--- config.mk ---
export PLATFORM = sky130hd
export DESIGN_NAME = dma_chan_top
export DESIGN_NICKNAME = d
export VERILOG_FILES = /design/src/rtl/dma_pkg.sv /design/src/rtl/dma_trig.sv /design/src/rtl/dma_regs.sv /design/src/rtl/dma_engine.sv /design/src/rtl/dma_chan_top.sv
export SDC_FILE = /design/constraint.sdc
export NUM_CORES = 1
export LEC_CHECK = 0
export BUFFER_PORTS_ARGS = -buffer_cell sky130_fd_sc_hd__buf_2
export CAP_MARGIN = 20
export CORE_AREA = 2 2 149 151
export DETAILED_ROUTE_END_ITERATION = 8
export DIE_AREA = 0 0 151 153
export PLACE_DENSITY_LB_ADDON = 0.08
export SYNTH_ARGS = -nofsm -noshare
export SYNTH_HDL_FRONTEND = slang
export SYNTH_HIERARCHICAL = 1
export SYNTH_SLANG_ARGS = --single-unit
--- constraint.sdc ---
create_clock -name clk -period 2.3 [get_ports clk]
set_input_delay 0.115 -clock clk [delete_from_list [all_inputs] [get_ports clk]]
set_output_delay 0.115 -clock clk [all_outputs]
set_load 0.005 [all_outputs]
--- src/rtl/dma_pkg.sv ---
package dma_pkg;
  localparam logic [7:0] OFS_GLOBAL = 8'h00;
  localparam logic [7:0] OFS_CTLA   = 8'h10;
  localparam logic [7:0] OFS_CTLB   = 8'h14;
  localparam logic [7:0] OFS_SRC    = 8'h18;
  localparam logic [7:0] OFS_DST    = 8'h1C;

  localparam logic [2:0] STOP_NONE = 3'b000;
  localparam logic [2:0] STOP_DONE = 3'b101;
  localparam logic [2:0] STOP_ERR  = 3'b001;

  typedef enum logic [2:0] {
    ST_IDLE, ST_WAIT, ST_RD, ST_WR, ST_GAP
  } eng_state_e;

  function automatic logic [4:0] beats_of(input logic [3:0] code);
    case (code)
      4'hB:    return 5'd4;
      4'hD:    return 5'd8;
      4'hF:    return 5'd16;
      default: return 5'd1;
    endcase
  endfunction

  function automatic logic [1:0] size_of(input logic [1:0] wcode);
    return (wcode == 2'd3) ? 2'd2 : wcode;
  endfunction
endpackage

--- src/rtl/dma_trig.sv ---
module dma_trig #(
  parameter int NREQ        = 8,
  parameter int SYNC_STAGES = 2
) (
  input  logic            clk,
  input  logic            rst,
  input  logic [NREQ-1:0] per_req,
  input  logic [4:0]      rsel,
  output logic            trig
);
  localparam int IDX_W = (NREQ > 1) ? $clog2(NREQ) : 1;

  logic [NREQ-1:0] synced;

  for (genvar i = 0; i < NREQ; i++) begin : g_sync
    logic [SYNC_STAGES-1:0] sh;
    always_ff @(posedge clk) begin
      if (rst) sh <= '0;
      else     sh <= {sh[SYNC_STAGES-2:0], per_req[i]};
    end
    assign synced[i] = sh[SYNC_STAGES-1];
  end

  always_ff @(posedge clk) begin
    if (rst)                     trig <= 1'b0;
    else if (32'(rsel) < NREQ)   trig <= synced[rsel[IDX_W-1:0]];
    else                         trig <= 1'b0;
  end
endmodule

--- src/rtl/dma_regs.sv ---
module dma_regs import dma_pkg::*; #(
  parameter int ADDR_W = 32,
  parameter int CNT_W  = 16
) (
  input  logic              clk,
  input  logic              rst,
  input  logic              bus_sel,
  input  logic              bus_wr,
  input  logic [7:0]        bus_addr,
  input  logic [31:0]       bus_wdata,
  output logic [31:0]       bus_rdata,
  output logic              glb_en,
  output logic              ch_en,
  output logic              pause,
  output logic              sw_go,
  output logic [4:0]        rsel,
  output logic [3:0]        btype,
  output logic [CNT_W-1:0]  tcount,
  output logic [1:0]        wcode,
  output logic [ADDR_W-1:0] src_addr,
  output logic [ADDR_W-1:0] dst_addr,
  output logic              irq,
  input  logic              beat_done,
  input  logic              xfer_done,
  input  logic              xfer_err
);
  logic              glb_en_q, ch_en_q, pause_q, sw_go_q;
  logic [4:0]        rsel_q;
  logic [3:0]        btype_q, bcnt_q;
  logic [CNT_W-1:0]  tcount_q;
  logic [1:0]        mode_q, wcode_q;
  logic              fix_src_q, fix_dst_q, err_ie_q, done_ie_q;
  logic [2:0]        stop_q;
  logic [ADDR_W-1:0] src_q, dst_q, step;
  logic              irq_q;
  logic [31:0]       rdata_q, rd_mux;
  logic              wr_en;

  assign wr_en = bus_sel && bus_wr;
  always_comb step = ADDR_W'(32'd1 << size_of(wcode_q));

  always_comb begin
    case (bus_addr)
      OFS_GLOBAL: rd_mux = {glb_en_q, 31'd0};
      OFS_CTLA:   rd_mux = {ch_en_q, pause_q, sw_go_q, rsel_q, btype_q, bcnt_q, 16'(tcount_q)};
      OFS_CTLB:   rd_mux = {2'b00, mode_q, wcode_q, fix_src_q, fix_dst_q, 3'b000,
                            err_ie_q, done_ie_q, stop_q, 16'd0};
      OFS_SRC:    rd_mux = 32'(src_q);
      OFS_DST:    rd_mux = 32'(dst_q);
      default:    rd_mux = 32'd0;
    endcase
  end

  always_ff @(posedge clk) begin
    if (rst) begin
      glb_en_q <= 1'b0; ch_en_q <= 1'b0; pause_q <= 1'b0; sw_go_q <= 1'b0;
      rsel_q <= '0; btype_q <= '0; bcnt_q <= '0; tcount_q <= '0;
      mode_q <= '0; wcode_q <= '0; fix_src_q <= 1'b0; fix_dst_q <= 1'b0;
      err_ie_q <= 1'b0; done_ie_q <= 1'b0; stop_q <= STOP_NONE;
      src_q <= '0; dst_q <= '0; irq_q <= 1'b0; rdata_q <= '0;
    end else begin
      if (wr_en && bus_addr == OFS_GLOBAL) glb_en_q <= bus_wdata[31];
      if (wr_en && bus_addr == OFS_CTLA) begin
        ch_en_q <= bus_wdata[31];
        pause_q <= bus_wdata[30];
        sw_go_q <= bus_wdata[29];
        if (!ch_en_q) begin
          rsel_q   <= bus_wdata[28:24];
          btype_q  <= bus_wdata[23:20];
          bcnt_q   <= bus_wdata[19:16];
          tcount_q <= bus_wdata[CNT_W-1:0];
        end
      end
      if (wr_en && bus_addr == OFS_CTLB) begin
        if (!ch_en_q) begin
          mode_q    <= bus_wdata[29:28];
          wcode_q   <= bus_wdata[27:26];
          fix_src_q <= bus_wdata[25];
          fix_dst_q <= bus_wdata[24];
        end
        err_ie_q  <= bus_wdata[20];
        done_ie_q <= bus_wdata[19];
        if (bus_wdata[18:16] == 3'd0) stop_q <= STOP_NONE;
      end
      if (wr_en && bus_addr == OFS_SRC && !ch_en_q) src_q <= bus_wdata[ADDR_W-1:0];
      if (wr_en && bus_addr == OFS_DST && !ch_en_q) dst_q <= bus_wdata[ADDR_W-1:0];
      // hardware events take priority over software writes in the same cycle
      if (beat_done) begin
        if (!fix_src_q) src_q <= src_q + step;
        if (!fix_dst_q) dst_q <= dst_q + step;
      end
      if (xfer_done) begin
        ch_en_q <= 1'b0; sw_go_q <= 1'b0; stop_q <= STOP_DONE;
      end
      if (xfer_err) begin
        ch_en_q <= 1'b0; sw_go_q <= 1'b0; stop_q <= STOP_ERR;
      end
      irq_q <= (stop_q == STOP_DONE && done_ie_q) || (stop_q == STOP_ERR && err_ie_q);
      if (bus_sel && !bus_wr) rdata_q <= rd_mux;
    end
  end

  assign bus_rdata = rdata_q;
  assign glb_en    = glb_en_q;
  assign ch_en     = ch_en_q;
  assign pause     = pause_q;
  assign sw_go     = sw_go_q;
  assign rsel      = rsel_q;
  assign btype     = btype_q;
  assign tcount    = tcount_q;
  assign wcode     = wcode_q;
  assign src_addr  = src_q;
  assign dst_addr  = dst_q;
  assign irq       = irq_q;

  // completion leaves the channel disabled with the done code
  a_r10_done_clears_en: assert property (@(posedge clk) disable iff (rst)
    xfer_done |=> (!ch_en_q && stop_q == STOP_DONE));
  // an error leaves the channel disabled with the error code
  a_r11_err_clears_en: assert property (@(posedge clk) disable iff (rst)
    xfer_err |=> (!ch_en_q && stop_q == STOP_ERR));
  // fixed sides never move
  a_r4_fixed_src: assert property (@(posedge clk) disable iff (rst)
    (beat_done && fix_src_q) |=> $stable(src_q));
  a_r4_fixed_dst: assert property (@(posedge clk) disable iff (rst)
    (beat_done && fix_dst_q) |=> $stable(dst_q));
  // no interrupt without a stop code
  a_r12_irq_needs_stop: assert property (@(posedge clk) disable iff (rst)
    (stop_q == STOP_NONE) |=> !irq_q);
endmodule

--- src/rtl/dma_engine.sv ---
module dma_engine import dma_pkg::*; #(
  parameter int ADDR_W = 32,
  parameter int DATA_W = 32,
  parameter int CNT_W  = 16
) (
  input  logic              clk,
  input  logic              rst,
  input  logic              glb_en,
  input  logic              ch_en,
  input  logic              pause,
  input  logic              sw_go,
  input  logic              trig,
  input  logic [3:0]        btype,
  input  logic [CNT_W-1:0]  tcount,
  input  logic [1:0]        wcode,
  input  logic [ADDR_W-1:0] src_addr,
  input  logic [ADDR_W-1:0] dst_addr,
  output logic              mem_req,
  output logic              mem_we,
  output logic [ADDR_W-1:0] mem_addr,
  output logic [1:0]        mem_size,
  output logic [DATA_W-1:0] mem_wdata,
  input  logic [DATA_W-1:0] mem_rdata,
  input  logic              mem_ack,
  input  logic              mem_err,
  output logic              beat_done,
  output logic              xfer_done,
  output logic              xfer_err
);
  eng_state_e        st;
  logic [CNT_W-1:0]  burst_left;
  logic [4:0]        beat_left;
  logic [DATA_W-1:0] data_q;
  logic              go_ok;

  assign go_ok = glb_en && !pause;

  always_ff @(posedge clk) begin
    if (rst) begin
      st <= ST_IDLE; burst_left <= '0; beat_left <= '0; data_q <= '0;
    end else begin
      case (st)
        ST_IDLE: if (ch_en) begin
          burst_left <= tcount;
          st         <= ST_WAIT;
        end
        ST_WAIT:
          if (!ch_en) st <= ST_IDLE;
          else if (go_ok && (trig || sw_go)) begin
            beat_left <= beats_of(btype) - 5'd1;
            st        <= ST_RD;
          end
        ST_RD:
          if (!ch_en) st <= ST_IDLE;
          else if (mem_ack) begin
            if (mem_err) st <= ST_IDLE;
            else begin
              data_q <= mem_rdata;
              st     <= ST_WR;
            end
          end
        ST_WR:
          if (!ch_en) st <= ST_IDLE;
          else if (mem_ack) begin
            if (mem_err) st <= ST_IDLE;
            else if (beat_left == '0) begin
              if (burst_left == '0) st <= ST_IDLE;
              else begin
                burst_left <= burst_left - 1'b1;
                st         <= ST_WAIT;
              end
            end else begin
              beat_left <= beat_left - 5'd1;
              st        <= ST_GAP;
            end
          end
        ST_GAP:
          if (!ch_en) st <= ST_IDLE;
          else if (go_ok) st <= ST_RD;
        default: st <= ST_IDLE;
      endcase
    end
  end

  assign mem_req   = (st == ST_RD) || (st == ST_WR);
  assign mem_we    = (st == ST_WR);
  assign mem_addr  = (st == ST_WR) ? dst_addr : src_addr;
  assign mem_size  = size_of(wcode);
  assign mem_wdata = data_q;

  assign beat_done = ch_en && (st == ST_WR) && mem_ack && !mem_err;
  assign xfer_done = beat_done && (beat_left == '0) && (burst_left == '0);
  assign xfer_err  = ch_en && mem_req && mem_ack && mem_err;

  // a cleared enable stops all memory traffic
  a_r9_abort_drops_req: assert property (@(posedge clk) disable iff (rst)
    !ch_en |=> !mem_req);
  // an access holds its address and direction until acknowledged
  a_r5_req_hold: assert property (@(posedge clk) disable iff (rst)
    (mem_req && !mem_ack) |=> (!mem_req || ($stable(mem_addr) && $stable(mem_we))));
  // a paused channel issues no new beat
  a_r8_pause_holds: assert property (@(posedge clk) disable iff (rst)
    (pause && (st == ST_GAP || st == ST_WAIT)) |=> !mem_req);
  // a burst waits for a trigger
  a_r6_needs_trigger: assert property (@(posedge clk) disable iff (rst)
    (st == ST_WAIT && !trig && !sw_go) |=> (st != ST_RD));
  // completion and error are exclusive
  a_r11_done_err_excl: assert property (@(posedge clk) disable iff (rst)
    $onehot0({xfer_done, xfer_err}));
endmodule

--- src/rtl/dma_chan_top.sv ---
module dma_chan_top import dma_pkg::*; #(
  parameter int NREQ        = 8,
  parameter int SYNC_STAGES = 2,
  parameter int ADDR_W      = 32,
  parameter int DATA_W      = 32,
  parameter int CNT_W       = 16
) (
  input  logic              clk,
  input  logic              rst,
  input  logic              bus_sel,
  input  logic              bus_wr,
  input  logic [7:0]        bus_addr,
  input  logic [31:0]       bus_wdata,
  output logic [31:0]       bus_rdata,
  input  logic [NREQ-1:0]   per_req,
  output logic              mem_req,
  output logic              mem_we,
  output logic [ADDR_W-1:0] mem_addr,
  output logic [1:0]        mem_size,
  output logic [DATA_W-1:0] mem_wdata,
  input  logic [DATA_W-1:0] mem_rdata,
  input  logic              mem_ack,
  input  logic              mem_err,
  output logic              irq
);
  logic              glb_en, ch_en, pause, sw_go, trig;
  logic [4:0]        rsel;
  logic [3:0]        btype;
  logic [CNT_W-1:0]  tcount;
  logic [1:0]        wcode;
  logic [ADDR_W-1:0] src_addr, dst_addr;
  logic              beat_done, xfer_done, xfer_err;

  dma_regs #(.ADDR_W(ADDR_W), .CNT_W(CNT_W)) u_regs (
    .clk(clk), .rst(rst), .bus_sel(bus_sel), .bus_wr(bus_wr), .bus_addr(bus_addr),
    .bus_wdata(bus_wdata), .bus_rdata(bus_rdata), .glb_en(glb_en), .ch_en(ch_en),
    .pause(pause), .sw_go(sw_go), .rsel(rsel), .btype(btype), .tcount(tcount),
    .wcode(wcode), .src_addr(src_addr), .dst_addr(dst_addr), .irq(irq),
    .beat_done(beat_done), .xfer_done(xfer_done), .xfer_err(xfer_err));

  dma_trig #(.NREQ(NREQ), .SYNC_STAGES(SYNC_STAGES)) u_trig (
    .clk(clk), .rst(rst), .per_req(per_req), .rsel(rsel), .trig(trig));

  dma_engine #(.ADDR_W(ADDR_W), .DATA_W(DATA_W), .CNT_W(CNT_W)) u_eng (
    .clk(clk), .rst(rst), .glb_en(glb_en), .ch_en(ch_en), .pause(pause),
    .sw_go(sw_go), .trig(trig), .btype(btype), .tcount(tcount), .wcode(wcode),
    .src_addr(src_addr), .dst_addr(dst_addr), .mem_req(mem_req), .mem_we(mem_we),
    .mem_addr(mem_addr), .mem_size(mem_size), .mem_wdata(mem_wdata),
    .mem_rdata(mem_rdata), .mem_ack(mem_ack), .mem_err(mem_err),
    .beat_done(beat_done), .xfer_done(xfer_done), .xfer_err(xfer_err));
endmodule

### Word level (Yosys, flattened, before mapping)

Index checks and enable logic that the tools add are counted.

* $lt $le $gt $ge: 2
* shifts and indexed selects: 1
* reductions and logical operators: 50
* add/sub/neg operators: 5
* $mul: 0
* equality and inequality tests: 27
* div/mod/pow operators: 0
* bitwise gates (word level): 3
* muxes and demuxes: 48

Operators by type and width (count)
* $mux W32: 7
* $pmux W32 S5: 1
* $mux W16: 6
* $add A32 B32 Y32: 2
* $mux W5: 10
* $mux W3: 14
* $eq A8 B5 Y1 const B: 4
* $pmux W16 S2: 1
* $shl A1 B2 Y32 const A: 1
* $logic_and A1 B1 Y1: 21
* $logic_not A16 Y1: 1
* $sub A16 B1 Y16 const B: 1
* $pmux W3 S5: 1
* $pmux W5 S3: 1
* $reduce_and A7 Y1: 2
* $eq A4 B4 Y1 const B: 3
* $ne A2 B2 Y1 const B: 5
* $pmux W5 S2: 1
* $sub A5 B1 Y5 const B: 2
* $logic_not A8 Y1: 1
* $ne A2 B1 Y1 const B: 4
* $reduce_and A2 Y1: 4
* $reduce_bool A2 Y1: 4
* $eq A3 B2 Y1 const B: 2
* 21 further kinds: 37

* memories: 0
* ROM bits: 0
* logic and storage cells: 169
* bits in latches: 0
* flip-flop bits (word level): 213
* input port bits: 86
* memory bits (writable): 0
* output and inout bits: 101

### Logic depth before layout (Yosys ltp)

* depth in word-level cells: 11
* mapped depth: 12
* depth with buffers taken out: 10

### Modules after synthesis

The synthesis kept the hierarchy.

Modules (own cells, without submodules)
* dma_regs: cells an instance 880, times used 1, area each 7198.2 um2, seq. area each 2802.7 um2
* dma_engine: cells an instance 473, times used 1, area each 3148.0 um2, seq. area each 1121.1 um2
* dma_trig: cells an instance 38, times used 1, area each 513.0 um2, seq. area each 340.3 um2

### Worst setup path after synthesis

Ideal clock, no wire load.

* path type: register -> register
* start point: register u_eng.st[0]
* end point: register u_regs.dst_q[31] (netlist: u_regs/dst_addr[31])
* arrival: 2.420 ns
* cell stages (with the launch flop): 13
* path slack: -0.194 ns
* buffers on the path: 2
* cells stage by stage: dfxtp_1 -> clkbuf_1 -> nand3b_1 -> inv_1 -> nand3_1 -> inv_1 -> nand2b_1 -> buf_2 -> nor2_1 -> nand2_2 -> or2_4 -> or4_1 -> a31oi_1

* cells in the longest elaborated chain, start to end: 5

Ends and longest elaborated chain
* start, declared: RTL line dma_engine.sv:30 `eng_state_e st;`
* start signal, assigned: RTL line dma_engine.sv:40 `st <= ST_IDLE; burst_left <= '0; beat_left <= '0; data_q <= '0;`
* start signal, assigned: RTL line dma_engine.sv:45 `st <= ST_WAIT;`
* start signal, assigned: RTL line dma_engine.sv:48 `if (!ch_en) st <= ST_IDLE;`
* $eq A3 B2 Y1: RTL line dma_engine.sv:91 `assign beat_done = ch_en && (st == ST_WR) && mem_ack && !mem_err;`
* $logic_and A1 B1 Y1 (3 in series): RTL line dma_engine.sv:91
* named net beat_done: RTL line dma_chan_top.sv:32 `logic beat_done, xfer_done, xfer_err;`
* $mux W32: RTL line dma_regs.sv:88 `if (beat_done) begin`
* end signal, assigned: RTL line dma_regs.sv:86 `if (wr_en && bus_addr == OFS_DST && !ch_en_q) dst_q <= bus_wdata[ADDR_W-1:0];`
* end signal, assigned: RTL line dma_regs.sv:90 `if (!fix_dst_q) dst_q <= dst_q + step;`
* end, declared: RTL line dma_regs.sv:34 `logic [ADDR_W-1:0] src_q, dst_q, step;`

The timed path passes the listed nets, and every way through them passes these cells.
A chain may end at the register's enable or synchronous reset.

### Worst setup path in the final report

* start point: register u_regs.dst_q[8] (netlist: u_regs/dst_addr[8])
* end point: register u_regs.dst_q[31] (netlist: u_regs/dst_addr[31])

* cells in the longest elaborated chain, start to end: 3

Ends and longest elaborated chain (RTL line)
* $add A32 B32 Y32: dma_regs.sv:90
* $mux W32: dma_regs.sv:90
* $mux W32: dma_regs.sv:88

No other way between the ends.

==> qor.txt <==
RUN STATUS
------------------------------------------------------------------------------------
Run status                                                                 completed

FINISH
------------------------------------------------------------------------------------
Ratio of cells with drive above 1 in the final layout                          22.5%
Most common library cell in the layout ignoring fill and taps                nand2_1
Antenna fix cells                                                                  0
Total Nets Final                                                               1,781
Final std cells w/o fill                                                       1,984
Most frequent cells in the layout                                       nand2_1 (307), dfxtp_1 (211), buf_2 (185)
Area Overhead vs Synth                                                         31.7%

DIE
------------------------------------------------------------------------------------
Placement row count                                                               54
Core Region                                                               0.0215 mm²
Number of primary I/O pins                                                       187
Die boundary width                                                            151 µm
DIE AREA                                                                  0.0231 mm²
Die H                                                                         153 µm
Starting density of the core                                                   50.5%

GLOBAL ROUTING
------------------------------------------------------------------------------------
Antenna violations before repair                                                   0
Combined global-route utilization of all metal layers                          32.6%
Vias in the first global route                                                11,000
Largest net degree at the start of global routing                                114
Global-route wire length before repair                                     60,000 µm
Global-route congestion overflow total                                             0

SYNTH
------------------------------------------------------------------------------------
Synthesized net count                                                          1,486
Primary flip-flop cell chosen by synthesis mapping                           dfxtp_1
Sequential fraction of the synthesis area                                      39.3%
Cell type contributing the most total cell area after synthesis              dfxtp_1
EDFF count, synth                                                                  0
Synthesized netlist cell count                                                 1,391
Share of flip-flops with an asynchronous set or reset after synthesis             0%
Synth top area share                                                           39.3%
Synth unique cells                                                                80
Total number of yosys warnings                                                     6
Cells taking the most area after synthesis                              dfxtp_1 (39%), nand2_1 (11%), a21oi_1 (7.9%)
Combined area of all synthesized cells                                    0.0109 mm²
Synthesized area divided by synthesized cell count                          7.81 µm²
Synth Register Bits                                                              213

CRITICAL PATH
------------------------------------------------------------------------------------
CP startpoint                                                           u_regs/dst_addr[8]
Highest cell delay on the worst timing path                                   460 ps
Arrival time worst endpoint                                                  2650 ps
Crit end category                                                          flip-flop
Crit Reg-Reg Startpoint                                                 u_regs/dst_addr[8]
Worst R2R Setup Slack                                                          90 ps
Required time of the critical path                                           2740 ps
Type of the worst setup path                                              reg -> reg
Endpoint of the worst-slack reg-to-reg timing path                      u_regs/dst_addr[31]
Cell count of the worst reg-to-reg path                                            6
Master of the slowest instance on the critical path                            or4_1
Highest fanout seen on the critical path                                           6
Cell chain of the critical path                                         nand4_2, nor2_1, nand4_2, or2_4, or4_1, a31oi_1
Startpoint types                                                           flip-flop
Dominant cell type by count on the critical path                             nand4_2
Worst setup path endpoint                                               u_regs/dst_addr[31]

PWR
------------------------------------------------------------------------------------
Total power density per cell area                                         577 mW/mm²
Peak supply drop                                                              468 µV
Cell leakage power                                                        0.00576 µW

TIMING
------------------------------------------------------------------------------------
Worst slew pin tran                                                           687 ps
Worst max-slew margin expressed relative to the limit                          54.0%
Post-route worst setup slack                                                 88.9 ps
Worst clock skew                                                             11.4 ps
Final critical-path share of the clock period                                  96.1%
Final hold violation count                                                         0
Final worst path period need                                                 2210 ps
Peak clock frequency supported by timing                                   0.452 GHz
Count of endpoints failing setup in the final report                               0
Number of pins exceeding their max-slew limit in the final report                  0

CLOCK NETWORK
------------------------------------------------------------------------------------
Bufs on Longest Clock Path                                                         3
Total number of H-tree levels                                                      1
Sinks on Clock Net                                                               213
Clock-pin slew on the worst setup and hold paths                               60 ps
Clock tree from TritonCTS                                                       done
Clock latency at the later pin of the worst-skew pair                         520 ps
Root buf cell                                                              clkbuf_16
Total clock buffers created by CTS                                                24

PLACED DESIGN
------------------------------------------------------------------------------------
Setup slack after placement                                                  4.75 ps
Weighted congestion at the end of routability-driven global placement          0.924
Half-perimeter wire length of the detailed placement result                26,400 µm
Port Buffers                                                                     186
# placed instances                                                             1,859

ROUTING
------------------------------------------------------------------------------------
Initial detailed-routing violation count                                       1,244
Overall via count from detail_route                                           11,700
Aggregate routed wire length                                               38,400 µm
Residual DRC count                                                                 0
ANT nets after route                                                               0
Ratio of routed vias to standard cells                                          5.88
First-pass DRT Iterations                                                          7
Average wire per standard cell                                               19.4 µm

WORST HOLD PATH
------------------------------------------------------------------------------------
Hold Crit Class                                                            in -> reg

JOB
------------------------------------------------------------------------------------
Max-cap check violation count                                                      0

-- state kept, by name (all words and copies together) (netlist names), 16 cells and up --
name              flops
u_eng/burst_left     16
u_eng/mem_wdata      32
u_regs/bus_rdata     32
u_regs/dst_addr      32
u_regs/src_addr      32
u_regs/tcount        16
u_trig/g_sync.sh     16
-- worst min-delay path by stage --
stage / from / end / cells past startpoint
after floorplan: rst / u_trig/g_sync[0].sh[0] / 1
after global placement: per_req[5] / u_trig/g_sync[5].sh[0] / 2
after detailed placement: per_req[2] / u_trig/g_sync[2].sh[0] / 2
after CTS: mem_ack / u_eng/st[1] / 4
after global routing: mem_ack / u_eng/st[0] / 5
final: mem_ack / u_eng/st[1] / 4
-- layer usage --
layer / share of wire (%) / global-route usage [%] / vias up
met4: 4.9 / 14.4 / 0
met3: 8.2 / 4.84 / 102
met1: 41 / 43.9 / 5455
met2: 46 / 51.9 / 560
met5: 0 / 0 / -
li1: - / - / 5552
-- where the power goes --
part | switching (µW) | internal [µW] | leakage [µW] | total, µW
Combinational | 232 | 200 | 0.00363 | 433
Clock | 1600 | 2510 | 0.000406 | 4110
Sequential | 4.74 | 3710 | 0.00172 | 3710
Total | 1830 | 6410 | 0.00576 | 8250
-- per-stage QoR --
step           utilization (%)  TNS, ps  total power, µW  hold WS (ps)  area (µm²)
3_3_place_gp              58.4        0             4120           324       12600
5_1_grt                   66.5    -1.78             8460           131       14300
2_1_floorplan                -   -0.584             3940           187       10900
3_5_place_dp              58.4        0             4120           328       12600
4_1_cts                   66.1        0             8290          55.6       14200
6_report                  66.5        0             8250          73.1       14300
-- worst max-delay path, delay by kind of cell (launching register included) --
| family | cells | cell delay [ps] |
|---|---|---|
| simple gates | 5 | 1520 |
| flops | 1 | 440 |
| compound gates | 1 | 160 |
-- cell type report --
class	count	area (µm²)
Fill cell	1926	7190
Multi-Input combinational cell	1068	6220
Sequential cell	213	4270
Timing Repair Buffer	360	2540
Clock buffer	32	672
Tap cell	280	350
Clock inverter	12	171
Inverter	19	71.3
-- Yosys cell counts, drive strengths merged (10+ instances only) --
master and count:
a21oi 172, a22o 11, a31oi 20, and3 10, buf 25, clkbuf 66
dfxtp 213, inv 19, mux2i 43, mux4 12, nand2 311, nand2b 14
nand3 42, nand4 16, nor2 95, nor2b 26, nor3 38, nor4 23
o211ai 26, o21ai 56, or2 10, or3 19, or4 10
-- timing repair --
action,4_1_cts,5_1_grt
endpoints found under the setup margin,16,55
hold buffers,78,0
pin swaps,0,5
endpoints found under the hold margin,146,0
buffers inserted,0,3
resized for setup,5,18
-- kinds of logic (layout without fill, tap and decap cells) --
logic type      Yosys count  after routing  synth area share, %
buf+inv                 110            423                 4.18
fa+ha+maj                10             10                 1.16
simple gates            643            643                 28.7
compound gates          351            351                 19.4
xor+xnor                  8              8                0.645
flops                   213            213                 39.3
mux                      56             56                 6.63
No activity file was read; power rests on OpenSTA's default activity.
